--- src/rtl/dds_seq_pkg.sv ---
package dds_seq_pkg;
  localparam int unsigned TW_W    = 32;
  localparam int unsigned PH_W    = 5;
  localparam int unsigned CTL_W   = 2;
  localparam int unsigned BUS_W   = 8;
  localparam int unsigned FRAME_W = PH_W + 1 + CTL_W + TW_W;
  localparam int unsigned NBYTES  = FRAME_W / BUS_W;
  localparam int unsigned IDX_W   = $clog2(FRAME_W);
  localparam logic [BUS_W-1:0] SER_EN_BYTE = 8'h03;

  typedef enum logic [2:0] {
    ST_IDLE, ST_LO, ST_HI, ST_GAP, ST_UPD_HI, ST_UPD_LO, ST_RST
  } seq_state_e;

  function automatic int unsigned to_cyc(input longint unsigned ps, input longint unsigned clk_ps);
    longint unsigned c;
    c = (ps + clk_ps - 1) / clk_ps;
    return (c == 0) ? 1 : int'(c);
  endfunction

  function automatic int unsigned max2(input int unsigned a, input int unsigned b);
    return (a > b) ? a : b;
  endfunction
endpackage

--- src/rtl/dds_seq_timer.sv ---
module dds_seq_timer #(
  parameter int unsigned CNT_W = 16
) (
  input  logic             clk_i,
  input  logic             rst_ni,
  input  logic             load_i,
  input  logic [CNT_W-1:0] val_i,
  output logic             expired_o
);
  logic [CNT_W-1:0] cnt_q;

  always_ff @(posedge clk_i or negedge rst_ni) begin
    if (!rst_ni)              cnt_q <= '0;
    else if (load_i)          cnt_q <= val_i;
    else if (cnt_q != '0)     cnt_q <= cnt_q - 1'b1;
  end

  assign expired_o = (cnt_q == '0);
endmodule

--- src/rtl/dds_seq_frame.sv ---
module dds_seq_frame
  import dds_seq_pkg::*;
(
  input  logic [TW_W-1:0]  tw_i,
  input  logic [PH_W-1:0]  phase_i,
  input  logic             pd_i,
  input  logic             serial_i,
  input  logic             pre_i,
  input  logic [IDX_W-1:0] idx_i,
  output logic [BUS_W-1:0] byte_o
);
  logic [FRAME_W-1:0] word;
  logic [BUS_W-1:0]   par_bytes [NBYTES];
  logic               ser_bit;

  // control field forced to zero: reserved codes never leave the block
  assign word = {phase_i, pd_i, {CTL_W{1'b0}}, tw_i};

  for (genvar k = 0; k < NBYTES; k++) begin : g_byte
    assign par_bytes[k] = word[FRAME_W-1-BUS_W*k -: BUS_W];
  end

  assign ser_bit = (int'(idx_i) < FRAME_W) ? word[idx_i] : 1'b0;

  always_comb begin
    if (pre_i)                      byte_o = SER_EN_BYTE;
    else if (serial_i)              byte_o = {ser_bit, {(BUS_W-1){1'b0}}};
    else if (int'(idx_i) < NBYTES)  byte_o = par_bytes[idx_i[$clog2(NBYTES)-1:0]];
    else                            byte_o = '0;
  end
endmodule

--- src/rtl/dds_prog_seq.sv ---
module dds_prog_seq
  import dds_seq_pkg::*;
#(
  parameter int unsigned HOST_PS     = 10000,
  parameter int unsigned WCLK_HI_PS  = 3500,
  parameter int unsigned WCLK_LO_PS  = 3500,
  parameter int unsigned SETUP_PS    = 3500,
  parameter int unsigned HOLD_PS     = 3500,
  parameter int unsigned UPD_HI_PS   = 7000,
  parameter int unsigned UPD_LO_PS   = 7000,
  parameter int unsigned UPD_DLY_PS  = 7000,
  parameter int unsigned REF_PS      = 8000,
  parameter int unsigned RST_REF_CYC = 5,
  parameter int unsigned CNT_W       = 16
) (
  input  logic             clk_i,
  input  logic             rst_ni,
  input  logic             req_valid_i,
  input  logic [1:0]       req_op_i,
  input  logic [TW_W-1:0]  req_tw_i,
  input  logic [PH_W-1:0]  req_phase_i,
  input  logic             req_pd_i,
  output logic             busy_o,
  output logic             done_o,
  output logic [BUS_W-1:0] dds_data_o,
  output logic             dds_wclk_o,
  output logic             dds_fqud_o,
  output logic             dds_rst_o
);
  localparam int unsigned LO_CYC  = max2(to_cyc(WCLK_LO_PS, HOST_PS), to_cyc(SETUP_PS, HOST_PS));
  localparam int unsigned HI_CYC  = max2(to_cyc(WCLK_HI_PS, HOST_PS), to_cyc(HOLD_PS, HOST_PS));
  localparam int unsigned GAP_CYC = max2(to_cyc(UPD_DLY_PS, HOST_PS), to_cyc(UPD_LO_PS, HOST_PS));
  localparam int unsigned FH_CYC  = to_cyc(UPD_HI_PS, HOST_PS);
  localparam int unsigned FL_CYC  = to_cyc(UPD_LO_PS, HOST_PS);
  localparam int unsigned RST_CYC = to_cyc(longint'(RST_REF_CYC) * REF_PS, HOST_PS);

  localparam logic [CNT_W-1:0] LO_V  = CNT_W'(LO_CYC - 1);
  localparam logic [CNT_W-1:0] HI_V  = CNT_W'(HI_CYC - 1);
  localparam logic [CNT_W-1:0] GAP_V = CNT_W'(GAP_CYC - 1);
  localparam logic [CNT_W-1:0] FH_V  = CNT_W'(FH_CYC - 1);
  localparam logic [CNT_W-1:0] FL_V  = CNT_W'(FL_CYC - 1);
  localparam logic [CNT_W-1:0] RST_V = CNT_W'(RST_CYC - 1);
  localparam logic [IDX_W-1:0] SER_LAST = IDX_W'(FRAME_W - 1);
  localparam logic [IDX_W-1:0] PAR_LAST = IDX_W'(NBYTES - 1);

  seq_state_e       state_q, state_d;
  logic [IDX_W-1:0] idx_q, idx_d, last_idx;
  logic             pre_q, pre_d, ser_en_q, ser_en_d, done_q, done_d;
  logic             accept, tmr_load, tmr_exp;
  logic [CNT_W-1:0] tmr_val;
  logic [1:0]       op_q;
  logic [TW_W-1:0]  tw_q;
  logic [PH_W-1:0]  phase_q;
  logic             pd_q;
  logic [BUS_W-1:0] frame_byte;

  assign last_idx = pre_q ? '0 : (op_q[0] ? SER_LAST : PAR_LAST);

  always_comb begin
    state_d  = state_q;
    idx_d    = idx_q;
    pre_d    = pre_q;
    ser_en_d = ser_en_q;
    done_d   = 1'b0;
    accept   = 1'b0;
    tmr_load = 1'b0;
    tmr_val  = '0;
    unique case (state_q)
      ST_IDLE: if (req_valid_i) begin
        accept   = 1'b1;
        tmr_load = 1'b1;
        idx_d    = '0;
        if (req_op_i[1]) begin
          state_d = ST_RST;
          tmr_val = RST_V;
        end else begin
          state_d = ST_LO;
          tmr_val = LO_V;
          pre_d   = req_op_i[0] && !ser_en_q;
        end
      end
      ST_LO: if (tmr_exp) begin
        state_d = ST_HI; tmr_load = 1'b1; tmr_val = HI_V;
      end
      ST_HI: if (tmr_exp) begin
        tmr_load = 1'b1;
        if (idx_q == last_idx) begin
          state_d = ST_GAP; tmr_val = GAP_V;
        end else begin
          idx_d = idx_q + 1'b1; state_d = ST_LO; tmr_val = LO_V;
        end
      end
      ST_GAP: if (tmr_exp) begin
        state_d = ST_UPD_HI; tmr_load = 1'b1; tmr_val = FH_V;
      end
      ST_UPD_HI: if (tmr_exp) begin
        state_d = ST_UPD_LO; tmr_load = 1'b1; tmr_val = FL_V;
      end
      ST_UPD_LO: if (tmr_exp) begin
        if (pre_q) begin
          // preamble done: device now in bit mode, start the real frame
          pre_d = 1'b0; ser_en_d = 1'b1; idx_d = '0;
          state_d = ST_LO; tmr_load = 1'b1; tmr_val = LO_V;
        end else begin
          state_d = ST_IDLE; done_d = 1'b1;
        end
      end
      ST_RST: if (tmr_exp) begin
        state_d = ST_IDLE; done_d = 1'b1; ser_en_d = 1'b0;
      end
      default: state_d = ST_IDLE;
    endcase
  end

  always_ff @(posedge clk_i or negedge rst_ni) begin
    if (!rst_ni) begin
      state_q  <= ST_IDLE;
      idx_q    <= '0;
      pre_q    <= 1'b0;
      ser_en_q <= 1'b0;
      done_q   <= 1'b0;
    end else begin
      state_q  <= state_d;
      idx_q    <= idx_d;
      pre_q    <= pre_d;
      ser_en_q <= ser_en_d;
      done_q   <= done_d;
    end
  end

  always_ff @(posedge clk_i or negedge rst_ni) begin
    if (!rst_ni) begin
      op_q <= '0; tw_q <= '0; phase_q <= '0; pd_q <= 1'b0;
    end else if (accept) begin
      op_q <= req_op_i; tw_q <= req_tw_i; phase_q <= req_phase_i; pd_q <= req_pd_i;
    end
  end

  dds_seq_timer #(.CNT_W(CNT_W)) i_timer (
    .clk_i     (clk_i),
    .rst_ni    (rst_ni),
    .load_i    (tmr_load),
    .val_i     (tmr_val),
    .expired_o (tmr_exp)
  );

  dds_seq_frame i_frame (
    .tw_i     (tw_q),
    .phase_i  (phase_q),
    .pd_i     (pd_q),
    .serial_i (op_q[0]),
    .pre_i    (pre_q),
    .idx_i    (idx_q),
    .byte_o   (frame_byte)
  );

  always_comb begin
    unique case (state_q)
      ST_LO, ST_HI, ST_GAP, ST_UPD_HI, ST_UPD_LO: dds_data_o = frame_byte;
      default:                                    dds_data_o = '0;
    endcase
  end

  assign dds_wclk_o = (state_q == ST_HI);
  assign dds_fqud_o = (state_q == ST_UPD_HI);
  assign dds_rst_o  = (state_q == ST_RST);
  assign busy_o     = (state_q != ST_IDLE);
  assign done_o     = done_q;
endmodule

--- config.mk ---
export PLATFORM = sky130hd
export DESIGN_NAME = dds_prog_seq
export DESIGN_NICKNAME = d
export VERILOG_FILES = /design/src/rtl/dds_seq_pkg.sv /design/src/rtl/dds_seq_timer.sv /design/src/rtl/dds_seq_frame.sv /design/src/rtl/dds_prog_seq.sv
export SDC_FILE = /design/constraint.sdc
export NUM_CORES = 1
export LEC_CHECK = 0
export BUFFER_PORTS_ARGS = -buffer_cell sky130_fd_sc_hd__buf_2
export CAP_MARGIN = 5
export CORE_MARGIN = 10
export CORE_UTILIZATION = 50
export DETAILED_ROUTE_END_ITERATION = 10
export HOLD_SLACK_MARGIN = 0.03
export PLACE_DENSITY = 0.78
export SLEW_MARGIN = 40
export SYNTH_ARGS = -nofsm -noshare
export SYNTH_HDL_FRONTEND = slang
export SYNTH_HIERARCHICAL = 1
export SYNTH_SLANG_ARGS = --single-unit
--- constraint.sdc ---
create_clock -name clk_i -period 2.61 [get_ports clk_i]
set_input_delay 0.522 -clock clk_i [delete_from_list [all_inputs] [get_ports clk_i]]
set_output_delay 0.522 -clock clk_i [all_outputs]
set_load 0.05 [all_outputs]
==> Word level (Yosys, flattened, before mapping) <==
Index checks and enable logic that the tools add are counted.
W data, S select, Z words.
{ "totals": {"out_inout_bits": 13, "register_bits": 67, "input_bits": 43} }
{ "classes": {"n_mux": 50, "n_lt_le_gt_ge": 4, "addsub": 2, "n_eq_ne": 17, "n_reduce_logical": 16, "bitwise": 1} }
{ "ops": {"columns": ["cell", "count"], "rows": [
  ["$mux W8", 6],
  ["$mux W6", 7],
  ["$mux W16", 2],
  ["$bmux W8 S3", 1],
  ["$mux W3", 8],
  ["$pmux W3 S7", 1],
  ["$pmux W6 S3", 1],
  ["$logic_not A16 Y1", 1],
  ["$reduce_bool A16 Y1", 1],
  ["$sub A16 B1 Y16 const B", 1],
  ["$mux W1", 15],
  ["$ne A2 B1 Y1 const B", 6],
  ["$eq A3 B3 Y1 const B", 3],
  ["$mux W2", 4],
  ["$ne A2 B2 Y1 const B", 4],
  ["$reduce_and A4 Y1", 2],
  ["$lt A6 B7 Y1 const B", 1],
  ["$reduce_and A7 Y1", 1],
  ["$add A6 B1 Y6 const B", 1],
  ["$bmux W1 S6", 1],
  ["$eq A3 B2 Y1 const B", 2],
  ["$eq A6 B6 Y1", 1],
  ["$lt A6 B3 Y1 const B", 1],
  ["$lt A6 B6 Y1 const B", 1],
  ["other kinds (13)", 18]
]} }

==> Logic depth before layout (Yosys ltp) <==
{ "logic_depth": {"depth_word": 8, "ltp_mapped": 12} }

==> Cells and area by module <==
The synthesis kept the hierarchy.
{ "by_module_without_submodules": {"columns": ["mod", "area_per_inst_um2", "n_inst", "cells_each", "seq_area_each_um2"], "rows": [
  ["dds_prog_seq", 2306.0, 1, 189, 1276.2],
  ["dds_seq_timer", 959.7, 1, 104, 400.4],
  ["dds_seq_frame", 770.7, 1, 93, 0.0]
]} }

==> Worst setup path before layout <==
No wires, ideal clock.
{ "synth_timing": {"path_type": "reg2reg", "from": "reg i_timer.cnt_q[0]", "to": "reg i_timer.cnt_q[4]", "arrival_ps": 2504, "setup_slack_ps": -13, "path_stages_with_launch": 12, "path_cell_list": "dfrtp_1 inv_1 ha_1 or3b_1 buf_2 nand4b_4 nor2_8 a21o_1 clkbuf_1 clkinv_1 clkbuf_1 o21a_1"} }
{ "synth_via": {"elab_chain_len": 4} }
{ "synth_lines": {"columns": ["item", "line_no", "source"], "rows": [
  ["from (decl)", "dds_seq_timer.sv:10", "logic [CNT_W-1:0] cnt_q;"],
  ["from (signal assigned)", "dds_seq_timer.sv:14", "else if (load_i) cnt_q <= val_i;"],
  ["from (signal assigned)", "dds_seq_timer.sv:15", "else if (cnt_q != '0) cnt_q <= cnt_q - 1'b1;"],
  ["$logic_not A16 Y1 (*)", "dds_seq_timer.sv:18", "assign expired_o = (cnt_q == '0);"],
  ["named net tmr_exp", "dds_prog_seq.sv:49", "logic accept, tmr_load, tmr_exp;"],
  ["$mux W1, on equally long branches", null, null],
  ["$pmux W1 S3 (*)", "dds_prog_seq.sv:68", "unique case (state_q)"],
  ["named net tmr_load", "dds_prog_seq.sv:49", null],
  ["$mux W16 / $reduce_bool A2 Y1 (equally long branches)", null, null]
]} }
Mark *: on every way through the listed nets, which the timed path passes. The rest lies on a longest branch. The select of a mux whose other input is x is not followed.
A chain may end at the register's enable or synchronous reset.

==> Final worst setup path <==
{ "layout_timing": {"from": "reg idx_q[0]", "to": "out dds_data_o[7]"} }
{ "layout_via": {"elab_chain_len": 8} }
{ "layout_lines": {"columns": ["item", "line_no", "source"], "rows": [
  ["from (decl)", "dds_prog_seq.sv:47", "logic [IDX_W-1:0] idx_q, idx_d, last_idx;"],
  ["from (signal assigned)", "dds_prog_seq.sv:124", "idx_q <= idx_d;"],
  ["parallel branches: the longest is 5 deep, another holds $bmux W1 S6", null, null],
  ["$mux W8 (*)", "dds_seq_frame.sv:27", "else if (serial_i) byte_o = {ser_bit, {(BUS_W-1){1'b0}}};"],
  ["$mux W8 (*)", "dds_seq_frame.sv:26", "if (pre_i) byte_o = SER_EN_BYTE;"],
  ["named net frame_byte[7]", "dds_prog_seq.sv:55", "logic [BUS_W-1:0] frame_byte;"],
  ["$mux W8 (*)", "dds_prog_seq.sv:158", "unique case (state_q)"],
  ["to (decl)", "dds_prog_seq.sv:25", "output logic [BUS_W-1:0] dds_data_o,"]
]} }
Mark *: on every way through the listed nets, which the timed path passes. The select of a mux whose other input is x is not followed.

==> summary.txt <==
GRT
  • Largest net degree at the start of global routing: 40
  • Grt ovf: 0
  • Wire length of the first global-routing pass: 16580 um
  • Initial antenna violation count: 0
  • Total GRT Usage: 17.41%
  • Vias in the first global route: 3297

STA
  • Final setup viols: 2
  • Worst-Margin Slew: 0.5298 ns
  • Max_slew headroom: 64.49%
  • Peak Freq: 360.6 MHz
  • Setup skew after layout: 0.01010 ns
  • Final Hold Viols: 0
  • Final cycle utilization of the critical path: 106.3%
  • Fin. max-slew vios: 0
  • RSZ-0062 raised after global routing: yes
  • PnR worst setup slack: -0.1635 ns
  • Fin crit period: 2.773 ns
  • Worst hold slack: 0.1214 ns

Placement
  • Placed Area: 4521 um^2
  • Post-place setup slack: 0.1292 ns
  • Post-DP HPWL: 7357 um
  • I/O Buffers: 55
  • GP Congestion: 0.8845

Floorplan
  • Die area: 12070 um^2
  • Die width: 109.9 um
  • Placement Rows: 32
  • Die H: 109.9 um
  • Core box area: 7807 um^2
  • IO Pins: 56
  • Initial Util: 51.70%

Critical path
  • Crit end category: output pin
  • Req. time, crit path: 2.09 ns
  • Crit path max fanout: 8
  • Critical Path Start Type: flip-flop
  • Crit Path Class: reg2out
  • Crit-path cells: buf_12 > mux2_1 > o22ai_1 > a211oi_1 > a31oi_1 > nand4_1 > and2_4 > buf_6
  • Arrival time at the worst endpoint: 2.25 ns
  • Slowest Stage Delay on Critical Path: 0.50 ns
  • Critical path's slowest cell: dfrtp_2
  • Reg2reg path depth: 9

Detailed routing
  • Routed Antenna Nets: 0
  • Routed vias: 3375
  • WL final: 10720 um
  • Vias per cell: 5.870
  • WL per Instance: 18.63 um
  • Drt drc: 0
  • Drt initial violations: 199
  • TritonRoute pass-1 iters: 4

Synth
  • Post-Syn Area: 4036 um^2
  • Asr flop ratio synth: 100.0%
  • Number of synthesized flops with an enable pin: 0
  • Register bit count reported by yosys: 67
  • Share of the synthesized area in the top cell type: 41.54%
  • Top post-synthesis cells by area: dfrtp_1, mux2_2, mux4_2
  • Seq/Total Area, Yosys: 41.54%
  • Cell variety after synth: 63
  • Mapped Cells: 386
  • Yosys warns: 6
  • Largest area contributor in the netlist: dfrtp_1
  • Top FF cell, synth: dfrtp_1
  • Avg Synthesized Cell Area: 10.46 um^2

Final layout
  • Antenna fix cells: 0
  • Layout cells sized above 1: 38.90%
  • Nets@finish: 515
  • Design Area, Final: 4964 um^2
  • Syn-to-layout area delta: 22.97%
  • Final core utilization: 63.57%
  • Fillers: 615

Clocking
  • Cts hold-fix bufs: 0
  • Root buf cell: clkbuf_8
  • Clock sinks: 67
  • Max H-tree Level: 3
  • Num CTS Buffers: 9
  • Reg clk slew, reported paths: 0.07 ns
  • Clock Tree Buf Depth: 2
  • Clock tree from TritonCTS: done
  • Clk_lat worst skew: 0.35 ns

Worst hold path
  • Worst hold path type: in2async

Power and ir drop
  • Leak Pwr: 2.129 nW
  • Cell Pwr Density: 1115 nW/um^2
  • VDD IR max: 0.0005825 V

Job
  • Max-Cap Viols: 0

Outcome
  • Failing checks: setup timing
  • Status: finished, violations left
power by group:
part	total (mW)	internal (mW)	leakage, nW	switching, mW
registers	2.03	1.51	0.810	0.526
clock network	0.889	0.507	0.104	0.382
logic	2.61	1.31	1.21	1.30
flip-flops by register name (all words and copies together) (netlist names):
name	cells
pd_q	1
state_q	3
op_q	1
done_o	1
idx_q	6
i_timer/cnt_q	16
phase_q	5
pre_q	1
tw_q	32
ser_en_q	1
worst max-delay path: cells and delay by family (launching register included):
kind | cells | cell delay [ns]
mux | 1 | 0.35
compound gates | 3 | 0.47
buf+inv | 2 | 0.31
simple gates | 2 | 0.26
flops | 1 | 0.50
metrics by stage:
step,std cells,setup TNS [ns],total power [mW]
floorplan,399,0,3.638
global placement,552,0,4.149
detailed placement,552,0,4.241
CTS,572,-0.06246,5.303
global route,575,-0.4576,5.844
finish,575,-0.1708,5.536
final cells by class:
| class | count | area, um^2 | area share, % |
|---|---|---|---|
| Clock inverter | 2 | 35.03 | 0.7058 |
| Clock buffer | 12 | 165.2 | 3.327 |
| Inverter | 6 | 23.77 | 0.4790 |
| Tap cell | 102 | 127.6 | 2.571 |
| Sequential cell | 67 | 1682 | 33.88 |
| Multi-Input combinational cell | 304 | 2336 | 47.06 |
| Timing Repair Buffer | 82 | 594.3 | 11.97 |
worst paths after layout:
path / slack, ns / to / start
worst min-delay path: 0.12 / phase_q[2] / rst_ni
worst max-delay path: -0.16 / dds_data_o[7] / idx_q[0]
worst min register to register: 0.54 / pd_q / pd_q
min in group clk_i: 0.40 / phase_q[2] / req_phase_i[2]
worst max register to register: 0.17 / i_timer/cnt_q[1] / i_timer/cnt_q[0]
max in group asynchronous: 1.73 / idx_q[4] / rst_ni
logic make-up (layout without fill, tap and decap cells):
family | Yosys count | after routing | synth area share, %
DFF | 67 | 67 | 41.54
and+or+nand+nor | 134 | 134 | 18.91
muxes | 69 | 69 | 21.05
adders and majority gates | 2 | 2 | 0.6199
buffers and inverters | 28 | 102 | 3.750
AOI/OAI and AO/OA | 77 | 77 | 12.31
xor gates and xnor gates | 8 | 8 | 1.736
other | 1 | 14 | 0.09291
placed cells by master, fill, tap and decap left out, types with 9 or more instances in the layout:
cell type / Yosys / final
buf_4: 2 / 20
nor2_1: 22 / 21
mux2i_1: 14 / 14
conb_1: 1 / 14
mux2_2: 45 / 45
clkbuf_8: 0 / 12
buf_2: 7 / 47
nand2_1: 36 / 33
a21oi_1: 17 / 12
buf_6: 4 / 9
dfrtp_1: 67 / 63
and2_1: 11 / 10
nand3_1: 13 / 13
o21ai_0: 17 / 16
per-layer routing:
metal,vias to the layer above,part of all wire (%),GRT usage (%)
li1,1578,-,-
met1,1655,41,21.24
met2,115,49,28.54
met3,27,7.2,5.793
met4,0,3.0,5.390
met5,-,0,0
cells in the mapped netlist, types with 2 or more instances:
cell / count
dfrtp_1: 67
mux2_2: 45
nand2_1: 36
nor2_1: 22
a21oi_1: 17
o21ai_0: 17
mux2i_1: 14
nand3_1: 13
and2_1: 11
clkbuf_1: 8
mux4_2: 8
nor3_1: 8
xnor2_1: 8
buf_2: 7
nor2b_1: 7
o22ai_1: 6
a211oi_1: 5
inv_1: 5
nand3b_1: 5
o31ai_1: 5
a21o_1: 4
a31oi_1: 4
buf_6: 4
nand2b_1: 4
or3_1: 4
a22oi_1: 3
nand4_1: 3
o21ai_1: 3
buf_4: 2
ha_1: 2
mux2_1: 2
nor3_2: 2
nor3b_1: 2
o21a_1: 2
o31a_1: 2
or4_1: 2
timing repair:
item | 4_1_cts | 5_1_grt
gates cloned | 1 | 1
pin swaps | 0 | 5
resized for setup | 17 | 28
endpoints found under the setup margin | 8 | 14
setup buffers | 5 | 2
(Power assumes the default switching activity.)
